## config.mk

```make
export PLATFORM = sky130hd
export DESIGN_NAME = dual_edge_shreg
export DESIGN_NICKNAME = d
export VERILOG_FILES = /design/src/rtl/dsr_pkg.sv /design/src/rtl/dsr_ctrl.sv /design/src/rtl/dsr_next.sv /design/src/rtl/dsr_bank.sv /design/src/rtl/dual_edge_shreg.sv
export SDC_FILE = /design/constraint.sdc
export NUM_CORES = 1
export LEC_CHECK = 0
export BUFFER_PORTS_ARGS = -buffer_cell sky130_fd_sc_hd__buf_4
export CAP_MARGIN = 20
export CORE_AREA = 4 4 41 43
export DETAILED_ROUTE_END_ITERATION = 10
export DIE_AREA = 0 0 45 47
export GPL_ROUTABILITY_DRIVEN = 0
export PLACE_DENSITY = 0.61
export SYNTH_ARGS = -nofsm -noshare
export SYNTH_HDL_FRONTEND = slang
export SYNTH_SLANG_ARGS = --single-unit
```

## constraint.sdc

```tcl
create_clock -name clk -period 1.9 [get_ports clk]
set_clock_uncertainty 0.05 [all_clocks]
set_input_delay 0.285 -clock clk [delete_from_list [all_inputs] [get_ports clk]]
set_output_delay 0.285 -clock clk [all_outputs]
set_load 0.01 [all_outputs]
```

## src/rtl/dsr_pkg.sv

```systemverilog
`timescale 1ns/1ps
package dsr_pkg;
    typedef enum logic [1:0] {
        OP_HOLD  = 2'd0,
        OP_SHIFT = 2'd1,
        OP_LOAD  = 2'd2,
        OP_CLEAR = 2'd3
    } dsr_op_e;
endpackage

```

## src/rtl/dsr_ctrl.sv

```systemverilog
`timescale 1ns/1ps
module dsr_ctrl
    import dsr_pkg::*;
(
    input  logic    sync_clr,
    input  logic    load,
    input  logic    shift_en,
    output dsr_op_e op
);
    // priority: clear, then load, then shift, else hold
    always_comb begin
        if (sync_clr)      op = OP_CLEAR;
        else if (load)     op = OP_LOAD;
        else if (shift_en) op = OP_SHIFT;
        else               op = OP_HOLD;
    end
endmodule

```

## src/rtl/dsr_next.sv

```systemverilog
`timescale 1ns/1ps
module dsr_next
    import dsr_pkg::*;
#(
    parameter int WIDTH = 4
) (
    input  dsr_op_e          op,
    input  logic [WIDTH-1:0] cur,
    input  logic             ser_in,
    input  logic [WIDTH-1:0] par_in,
    output logic [WIDTH-1:0] nxt
);
    logic [WIDTH-1:0] shifted;

    // one bit moves up per stage; the top bit falls off
    for (genvar i = 0; i < WIDTH; i++) begin : g_shift
        if (i == 0) begin : g_low
            assign shifted[i] = ser_in;
        end else begin : g_up
            assign shifted[i] = cur[i-1];
        end
    end

    always_comb begin
        unique case (op)
            OP_CLEAR: nxt = '0;
            OP_LOAD:  nxt = par_in;
            OP_SHIFT: nxt = shifted;
            default:  nxt = cur;
        endcase
    end
endmodule

```

## src/rtl/dsr_bank.sv

```systemverilog
`timescale 1ns/1ps
module dsr_bank #(
    parameter int WIDTH  = 4,
    parameter bit RISING = 1'b1
) (
    input  logic             clk,
    input  logic             por_n,
    input  logic [WIDTH-1:0] nxt,
    input  logic [WIDTH-1:0] other,
    output logic [WIDTH-1:0] bank_q
);
    typedef struct packed {
        logic [WIDTH-1:0] half;
    } bank_s;

    bank_s st_d, st_q;

    // store next XOR partner so that partner XOR this bank gives next
    always_comb begin
        st_d.half = nxt ^ other;
    end

    if (RISING) begin : g_rise
        always_ff @(posedge clk or negedge por_n) begin
            if (!por_n) st_q <= '0;
            else        st_q <= st_d;
        end
    end else begin : g_fall
        always_ff @(negedge clk or negedge por_n) begin
            if (!por_n) st_q <= '0;
            else        st_q <= st_d;
        end
    end

    assign bank_q = st_q.half;
endmodule

```

## src/rtl/dual_edge_shreg.sv

```systemverilog
`timescale 1ns/1ps
module dual_edge_shreg
    import dsr_pkg::*;
#(
    parameter int WIDTH = 4
) (
    input  logic             clk,
    input  logic             por_n,
    input  logic             sync_clr,
    input  logic             load,
    input  logic             shift_en,
    input  logic             ser_in,
    input  logic [WIDTH-1:0] par_in,
    output logic [WIDTH-1:0] q
);
    localparam int NBANK = 2;

    dsr_op_e          op;
    logic [WIDTH-1:0] cur;
    logic [WIDTH-1:0] nxt;
    logic [WIDTH-1:0] bank_q [NBANK];

    dsr_ctrl u_ctrl (
        .sync_clr (sync_clr),
        .load     (load),
        .shift_en (shift_en),
        .op       (op)
    );

    dsr_next #(.WIDTH(WIDTH)) u_next (
        .op     (op),
        .cur    (cur),
        .ser_in (ser_in),
        .par_in (par_in),
        .nxt    (nxt)
    );

    // bank 0 acts on the rising edge, bank 1 on the falling edge
    for (genvar b = 0; b < NBANK; b++) begin : g_bank
        dsr_bank #(.WIDTH(WIDTH), .RISING(b == 0)) u_bank (
            .clk    (clk),
            .por_n  (por_n),
            .nxt    (nxt),
            .other  (bank_q[NBANK-1-b]),
            .bank_q (bank_q[b])
        );
    end

    assign cur = bank_q[0] ^ bank_q[1];
    assign q   = cur;
endmodule

```

==> flow_summary.json, run 1 <==
{
  "outcome": "finished with violations",
  "violations": "setup timing",
  "arrival_ps": 1430,
  "busiest_layer": "met2",
  "drc": 0,
  "place_ws_ps": -357,
  "synth_top_area_share_pct": 19.1,
  "finalCoreUtilization_pct": 67.7,
  "htree_levels": 1,
  "core_sq_um": 1300,
  "critPathKind": "flop to flop",
  "grt_start_max_net_pins": 9,
  "initial_utilization_pct": 40.3,
  "synth_area_sq_um": 524,
  "drive_gt1_share_pct": 57.8,
  "dp_hpwl_um": 1010,
  "grt.met3_usage_pct": 6.90,
  "p_seq_share_pct": 27.2,
  "slew_viol_final": 0,
  "ir_drop_uv": 672,
  "dpl_cell_area_sq_um": 757,
  "met2_usage_pct": 29.4,
  "wl_per_cell_um": 12.8,
  "setup_viol": 11,
  "ys_async_sr_fraction_pct": 100,
  "required_ps": 1000,
  "cts_tree": "done",
  "fp.dieW_um": 45,
  "synth_most_common_cell": "nor2_1",
  "startpoint_type": "flop",
  "switchingPower_w": 0.000425,
  "dieArea_sq_um": 2120,
  "ys_types": 18,
  "maxSlewHeadroom_pct": 77.6,
  "synth_cells": 56,
  "synth_top_area_cell": "dfrtn_1",
  "insertion_delay_ps": 250,
  "largest_reg_flops": 8,
  "ys.flop_type": "dfrtp_1",
  "crit_fanout": 4,
  "sw_frac_of_total_pct": 36.7,
  "power.internal_w": 0.000733,
  "port_buffers": 13,
  "antenna_cells": 0,
  "grt_pass1_vias": 571,
  "synth_warnings": 0,
  "cts_root_buf": "clkbuf_4",
  "grt_pass1_wl_um": 2320,
  "pin_count": 14,
  "power_leakage_nw": 0.408,
  "path_clk_slew_ps": 50,
  "syn-num-nets": 66,
  "vias_per_cell": 5.39,
  "synth_common_cells": "nor2_1, inv_1, o22ai_1",
  "crit_path_end_kind": "flop",
  "cts_sinks": 8,
  "holdCritPathClass": "input pin to flop",
  "vias": 566,
  "cts_buffers": 3,
  "setup_slack_ps": -430,
  "use_met1_pct": 16.0,
  "tightest_slew_ps": 336,
  "cap_violations": 0,
  "regArea_sq_um": 200,
  "syn2layout_area_growth_pct": 68.0,
  "dr.pass1.iters": 4,
  "power_density_nw_per_um2": 1310,
  "p_comb_share_pct": 62.4,
  "antenna_found_initial": 0,
  "nets": 102,
  "grt_overflow_total": 0,
  "fillers": 109,
  "ys_ff_latch": 8,
  "clkPwrFrac_pct": 10.5,
  "multiInputGateArea_sq_um": 348,
  "core.rowCount": 13,
  "avgSynthCellArea_sq_um": 9.36,
  "fin_area_sq_um": 881,
  "cts_max_path_buffers": 2,
  "grtUsageTotal_pct": 15.4,
  "finalWirelength_um": 1350,
  "synthTopCellsByArea": "dfrtn_1, dfrtp_1, o22ai_1",
  "ff2ff_setup_slack_ps": -430,
  "synth_edf_count": 0,
  "rsz0062_at_grt": "true",
  "dieHeight_um": 47,
  "ys_seq_area_share_pct": 38.2,
  "hold_violations": 0,
  "drtIter0Drc": 7,
  "ant_nets": 0
}
==> placed cells by master (no fill, tap or decap) <==
cell type,Yosys,final
buf_6,2,3
a21oi_2,0,1
clkbuf_4,0,3
inv_1,6,5
o221ai_2,0,1
dfrtp_1,4,4
xor2_2,0,3
nor3_2,0,1
nor2_1,7,6
buf_4,0,30
inv_2,0,1
dfrtn_1,4,4
a221o_1,2,2
nand2_1,2,2
a22oi_2,0,2
nor2_2,0,1
xor2_1,4,1
o221ai_4,1,1
o32ai_1,4,4
nand2b_4,1,1
a21oi_1,4,3
o22ai_2,0,2
dlygate4sd3_1,0,1
o22ai_1,6,4
nor3_1,3,2
o31ai_2,0,2
==> critical path, cell delays in order (launching register included) <==
cell and delay [ps]:
dfrtp_1 400, xor2_2 150, buf_4 140, o221ai_4 170, nor3_2 60, a221o_1 260
==> cells by family (layout without fill, tap and decap cells) <==
group	count (synthesis)	after routing	synth area share, %
AO/OA/AOI/OAI	22	22	33.9
AND/OR/NAND/NOR	13	13	11.9
buffers and inverters	9	43	9.31
flip-flops	8	8	38.2
XOR/XNOR	4	4	6.68
==> power groups by stage <==
| stage | sequential (W) | clock (W) | combinational (W) |
|---|---|---|---|
| 2_1_floorplan | 0.000328 | 0 | 0.000276 |
| 3_3_place_gp | 0.000312 | 0 | 0.000575 |
| 3_5_place_dp | 0.000315 | 0 | 0.000577 |
| 4_1_cts | 0.000315 | 0.000128 | 0.000708 |
| 5_1_grt | 0.000323 | 0.000138 | 0.000787 |
| 6_report | 0.000315 | 0.000121 | 0.000722 |
==> area by class of cell <==
class,instances,share of cell area [%]
clock buffer,3,2.56
inverter,6,2.56
multi-input combinational,39,39.5
sequential,8,22.7
tap,15,2.13
timing repair buffer,34,30.5
==> per-layer routing <==
metal | vias to the layer above | wire (um)
met5 | - | 0
met4 | 0 | 0
met3 | 0 | 59
met2 | 9 | 731
met1 | 276 | 555
li1 | 281 | -
==> metrics by stage <==
| stage | power, W | cells | hold WS (ps) | TNS (ps) |
|---|---|---|---|---|
| finish | 0.00116 | 105 | 331 | -3450 |
| global route | 0.00125 | 105 | 339 | -4110 |
| CTS | 0.00115 | 105 | 316 | -3640 |
| detailed placement | 0.000892 | 97 | 57.5 | -2570 |
| global placement | 0.000886 | 97 | 57.1 | -2490 |
| floorplan | 0.000604 | 56 | -60.6 | -2470 |
==> final timing paths <==
check	from	end	depth (start not counted)
worst min-delay path	sync_clr	g_bank[0].u_bank.bank_q[2]	3
min in group asynchronous	por_n	g_bank[0].u_bank.bank_q[3]	2
max in group asynchronous	por_n	g_bank[1].u_bank.bank_q[0]	2
worst min register to register	g_bank[1].u_bank.bank_q[3]	g_bank[1].u_bank.bank_q[3]	2
worst max register to register	g_bank[0].u_bank.bank_q[2]	g_bank[1].u_bank.bank_q[3]	5
worst max-delay path	g_bank[0].u_bank.bank_q[2]	g_bank[1].u_bank.bank_q[3]	5
==> repair_timing <==
action / 4_1_cts / 5_1_grt
setup buffers: 4 / 2
setup endpoints to repair: 12 / 12
hold endpoints to repair: 4 / 0
pin swaps: 8 / 5
hold buffers: 1 / 0
resized for setup: 10 / 6
gates cloned: 0 / 0
Note: power is estimated with default switching activity, not from simulation.
==> inputs of run 2 (changes only) <==
CORE_AREA = default   (was 4 4 41 43)
CORE_MARGIN = 4   (was default)
CORE_UTILIZATION = 40   (was default)
DIE_AREA = default   (was 0 0 45 47)
==> flow_summary.json, run 2 (same netlist as run 1, synthesis figures left out) <==
{
  "slew_viol_final": 0,
  "power_w": 0.00121,
  "grtUsageTotal_pct": 16.4,
  "hold_start": "sync_clr",
  "largest_reg_flops": 8,
  "critPathKind": "flop to flop",
  "ff2ff_setup_slack_ps": -450,
  "vias_per_cell": 5.24,
  "ir_drop_uv": 740,
  "place_ws_ps": -355,
  "drc": 0,
  "crit_start": "g_bank[0].u_bank.bank_q[2]",
  "dp_hpwl_um": 1050,
  "fin_area_sq_um": 910,
  "pin_count": 14,
  "cts_tree": "done",
  "grt_overflow_total": 0,
  "dpl_cell_area_sq_um": 763,
  "setup_viol": 11,
  "antenna_found_initial": 0,
  "cap_violations": 0,
  "dieHeight_um": 44.2,
  "path_clk_slew_ps": 50,
  "holdCritPathClass": "input pin to flop",
  "ant_nets": 0,
  "port_buffers": 13,
  "slowest_delay_ps": 400,
  "fp.dieW_um": 44.2,
  "cp_top_family": "compound AO/OA/AOI/OAI gates",
  "maxSlewHeadroom_pct": 81.8,
  "grt_start_max_net_pins": 9,
  "dp.cells": 97,
  "wl_per_cell_um": 13.1,
  "r2r_start": "g_bank[0].u_bank.bank_q[2]",
  "antenna_cells": 0,
  "core.rowCount": 12,
  "critPathCapture": "g_bank[1].u_bank.bank_q[3]",
  "drtIter0Drc": 5,
  "grt_pass1_wl_um": 2270,
  "path_cells": "xor2_2, buf_4, o221ai_4, nor3_2, a221o_1",
  "slowest_stage": "dfrtp_1",
  "power_density_nw_per_um2": 1330,
  "path_depth": 5,
  "cts_root_buf": "clkbuf_4",
  "rr_worst_depth": 5,
  "rr_endpoint": "g_bank[1].u_bank.bank_q[3]",
  "power_leakage_nw": 0.429,
  "startpoint_type": "flop",
  "crit_buf_inv": 1,
  "tightest_slew_ps": 273,
  "crit_fanout": 4,
  "drive_gt1_share_pct": 58.5,
  "cts_sinks": 8,
  "finalWirelength_um": 1420,
  "initial_utilization_pct": 44.8,
  "nets": 106,
  "dr.pass1.iters": 4,
  "violations": "setup timing",
  "vias": 566,
  "setup_slack_ps": -450,
  "rsz0062_at_grt": "true",
  "syn2layout_area_growth_pct": 73.5,
  "fillers": 91,
  "arrival_ps": 1460,
  "htree_levels": 1,
  "stdcell_count": 108,
  "core_sq_um": 1170,
  "required_ps": 1010,
  "dieArea_sq_um": 1950,
  "cts_max_path_buffers": 2,
  "grt_pass1_vias": 553,
  "insertion_delay_ps": 260,
  "crit_path_end_kind": "flop",
  "layout_common_cells": "buf_4, inv_1, nor2_1",
  "hold_violations": 0,
  "outcome": "finished with violations",
  "final_common_cell": "buf_4",
  "cts_buffers": 3
}
## run 2: changes by cell type in the layout (fill, tap and decap cells not counted)
cell and change:
inv_2 -1, inv_1 +1, buf_4 +4
## run 2: final cells by class
| cell class | count | area (sq um) | area share [%] |
|---|---|---|---|
| Multi-Input combinational cell | 39 | 348 | 38.2 |
| Timing Repair Buffer | 38 | 299 | 32.9 |
| Sequential cell | 8 | 200 | 22.0 |
| Clock buffer | 3 | 22.5 | 2.48 |
| Inverter | 6 | 22.5 | 2.48 |
| Tap cell | 14 | 17.5 | 1.93 |
## run 2: repair_timing
| action | in CTS | in global routing |
|---|---|---|
| setup endpoints to repair | 11 | 12 |
| hold endpoints to repair | 4 | 0 |
| pin swaps | 9 | 3 |
| buffers inserted | 4 | 5 |
| resized for setup | 7 | 7 |
| hold buffers | 1 | 0 |
## run 2: power by group
group          total [W]  switching (W)  internal (W)
logic           0.000760       0.000311      0.000449
clock network   0.000129      0.0000568     0.0000722
registers       0.000317      0.0000736      0.000243
## run 2: metrics by stage
| stage | hold WS [ps] | TNS (ps) | utilization [%] |
|---|---|---|---|
| global route | 326 | -4250 | 77.7 |
| CTS | 309 | -3530 | 72.9 |
| detailed placement | 58.4 | -2530 | 65.2 |
| floorplan | -60.6 | -2470 | - |
| global placement | 57.9 | -2440 | 65.2 |
| finish | 326 | -3570 | 77.7 |
## run 2: worst min path at each step
stage                                  to  slack [ps]  depth (start not counted)
6_report       g_bank[0].u_bank.bank_q[2]         330                          3
5_1_grt        g_bank[0].u_bank.bank_q[2]         330                          3
3_3_place_gp   g_bank[0].u_bank.bank_q[0]          60                          1
4_1_cts        g_bank[0].u_bank.bank_q[2]         310                          3
2_1_floorplan  g_bank[0].u_bank.bank_q[0]         -60                          0
3_5_place_dp   g_bank[0].u_bank.bank_q[0]          60                          1
## run 2: worst reg2reg max path, stage by stage (launching register included)
cell,delay (ps)
dfrtp_1,400
xor2_2,150
buf_4,140
o221ai_4,200
nor3_2,60
a221o_1,250
## run 2: routing by layer
| metal | track usage, % | vias to the layer above | part of all wire (%) |
|---|---|---|---|
| li1 | - | 285 | - |
| met1 | 20.1 | 265 | 45 |
| met2 | 26.2 | 14 | 49 |
| met3 | 7.72 | 2 | 5.4 |
| met4 | 3.61 | 0 | 0.57 |
| met5 | 0 | - | 0 |
==> inputs of run 3 (changes only) <==
clock period = 2.7 ns   (was 1.9 ns; I/O delays follow)
==> flow_summary.json, run 3 (same netlist as run 1, synthesis figures left out) <==
{
  "wl_met2_um": 599,
  "holdCritPathClass": "input pin to flop",
  "arrival_ps": 2370,
  "clkPwrFrac_pct": 11.5,
  "slowest_delay_ps": 420,
  "drive_gt1_share_pct": 44.2,
  "required_ps": 2250,
  "dr.pass1.iters": 4,
  "rr_endpoint": "g_bank[1].u_bank.bank_q[3]",
  "ir_drop_uv": 514,
  "wirelength_met1_um": 534,
  "cap_violations": 0,
  "grt_overflow_total": 0,
  "vias_per_cell": 5.31,
  "wl_per_cell_um": 12.1,
  "maxSlewHeadroom_pct": 81.7,
  "drtIter0Drc": 10,
  "rr_worst_depth": 5,
  "syn2layout_area_growth_pct": 50.8,
  "path_clk_slew_ps": 50,
  "rsz0062_at_grt": "true",
  "crit_path_end_kind": "output pin",
  "ant_nets": 0,
  "r2r_start": "g_bank[0].u_bank.bank_q[2]",
  "wl_met3_um": 77,
  "core.rowCount": 12,
  "slew_viol_final": 0,
  "outcome": "finished with violations",
  "switchingPower_w": 0.000268,
  "fin_hold_ws_ps": 350,
  "cts_buffers": 3,
  "htree_levels": 1,
  "ff2ff_setup_slack_ps": -60,
  "nets": 98,
  "top_layer": "met3",
  "setup_viol": 5,
  "hold_start": "sync_clr",
  "power_density_nw_per_um2": 934,
  "dp_hpwl_um": 927,
  "cts_max_path_buffers": 2,
  "dieArea_sq_um": 1950,
  "antenna_found_initial": 0,
  "p_comb_share_pct": 58.5,
  "port_buffers": 13,
  "cts_root_buf": "clkbuf_4",
  "initial_utilization_pct": 44.8,
  "pin_count": 14,
  "p_seq_share_pct": 29.9,
  "startpoint_type": "flop",
  "power.internal_w": 0.000471,
  "path_cells": "xor2_1, buf_4",
  "core_sq_um": 1170,
  "largest_reg_flops": 8,
  "power_leakage_nw": 0.378,
  "finalWirelength_um": 1210,
  "grtUsageTotal_pct": 14.0,
  "setup_slack_ps": -125,
  "fp.dieW_um": 44.2,
  "drc": 0,
  "violations": "setup timing",
  "grt_start_max_net_pins": 9,
  "hold_violations": 0,
  "slowest_stage": "dfrtn_1",
  "dieHeight_um": 44.2,
  "cts_tree": "done",
  "grt_pass1_wl_um": 2060,
  "place_ws_ps": -37.5,
  "critPathKind": "flop to output pin",
  "hold_depth": 2,
  "sw_frac_of_total_pct": 36.3,
  "insertion_delay_ps": 250,
  "final_common_cell": "buf_4",
  "layout_common_cells": "buf_4, nor2_1, inv_1, o22ai_1",
  "worstHoldEndpoint": "g_bank[0].u_bank.bank_q[2]",
  "antenna_cells": 0,
  "cts_sinks": 8,
  "fillers": 102,
  "grt_pass1_vias": 500,
  "vias": 531,
  "tightest_slew_ps": 275,
  "crit_fanout": 2
}
[run 3: stage by stage]
stage / power (W) / instances / area (sq um) / TNS [ps] / utilization (%)
floorplan: 0.000413 / 56 / 532 / -116 / -
global placement: 0.000579 / 91 / 703 / -28.8 / 60.0
detailed placement: 0.000581 / 91 / 703 / -37.5 / 60.0
CTS: 0.000730 / 99 / 773 / -459 / 66.0
global route: 0.000800 / 100 / 791 / -840 / 67.5
finish: 0.000738 / 100 / 791 / -438 / 67.5
[run 3: worst max-delay path: cells and delay by family, from the launching register on]
kind | cells | cell delay, ps
DFF | 1 | 420
xor gates and xnor gates | 1 | 200
buffers and inverters | 1 | 150
[run 3: power by group through the flow]
stage / combinational (W) / sequential [W] / clock, W
2_1_floorplan: 0.000189 / 0.000224 / 0
3_5_place_dp: 0.000356 / 0.000224 / 0
3_3_place_gp: 0.000356 / 0.000223 / 0
6_report: 0.000432 / 0.000221 / 0.0000852
4_1_cts: 0.000420 / 0.000220 / 0.0000903
5_1_grt: 0.000475 / 0.000230 / 0.0000946
[run 3: worst max path at each step]
stage	startpoint	end	slack, ps	depth (start not counted)
final	g_bank[1].u_bank.bank_q[0]	q[0]	-130	2
after global routing	g_bank[1].u_bank.bank_q[0]	q[0]	-170	2
after CTS	g_bank[1].u_bank.bank_q[0]	q[0]	-140	2
after detailed placement	load	g_bank[1].u_bank.bank_q[3]	-40	5
after global placement	load	g_bank[1].u_bank.bank_q[3]	-30	5
after floorplan	load	g_bank[1].u_bank.bank_q[3]	-90	6
[run 3: final cells by class]
class	instances	area, sq um	share of cell area (%)
flip-flops and latches	8	200	25.3
multi-input cells	39	300	38.0
repair buffers	30	228	28.8
clock buffers	3	22.5	2.85
well taps	14	17.5	2.22
inverters	6	22.5	2.85
[run 3: metal layers]
layer | GRT usage [%] | up-vias
li1 | - | 274
met1 | 18.5 | 245
met2 | 22.7 | 12
met3 | 6.10 | 0
met4 | 0 | 0
met5 | 0 | -
[run 3: repair_timing]
action                     4_1_cts  5_1_grt
hold buffers                     1        0
setup endpoints to repair        4        7
buffers inserted                 4        1
resized for setup                1        2
hold endpoints to repair         4        0
pin swaps                        4        1
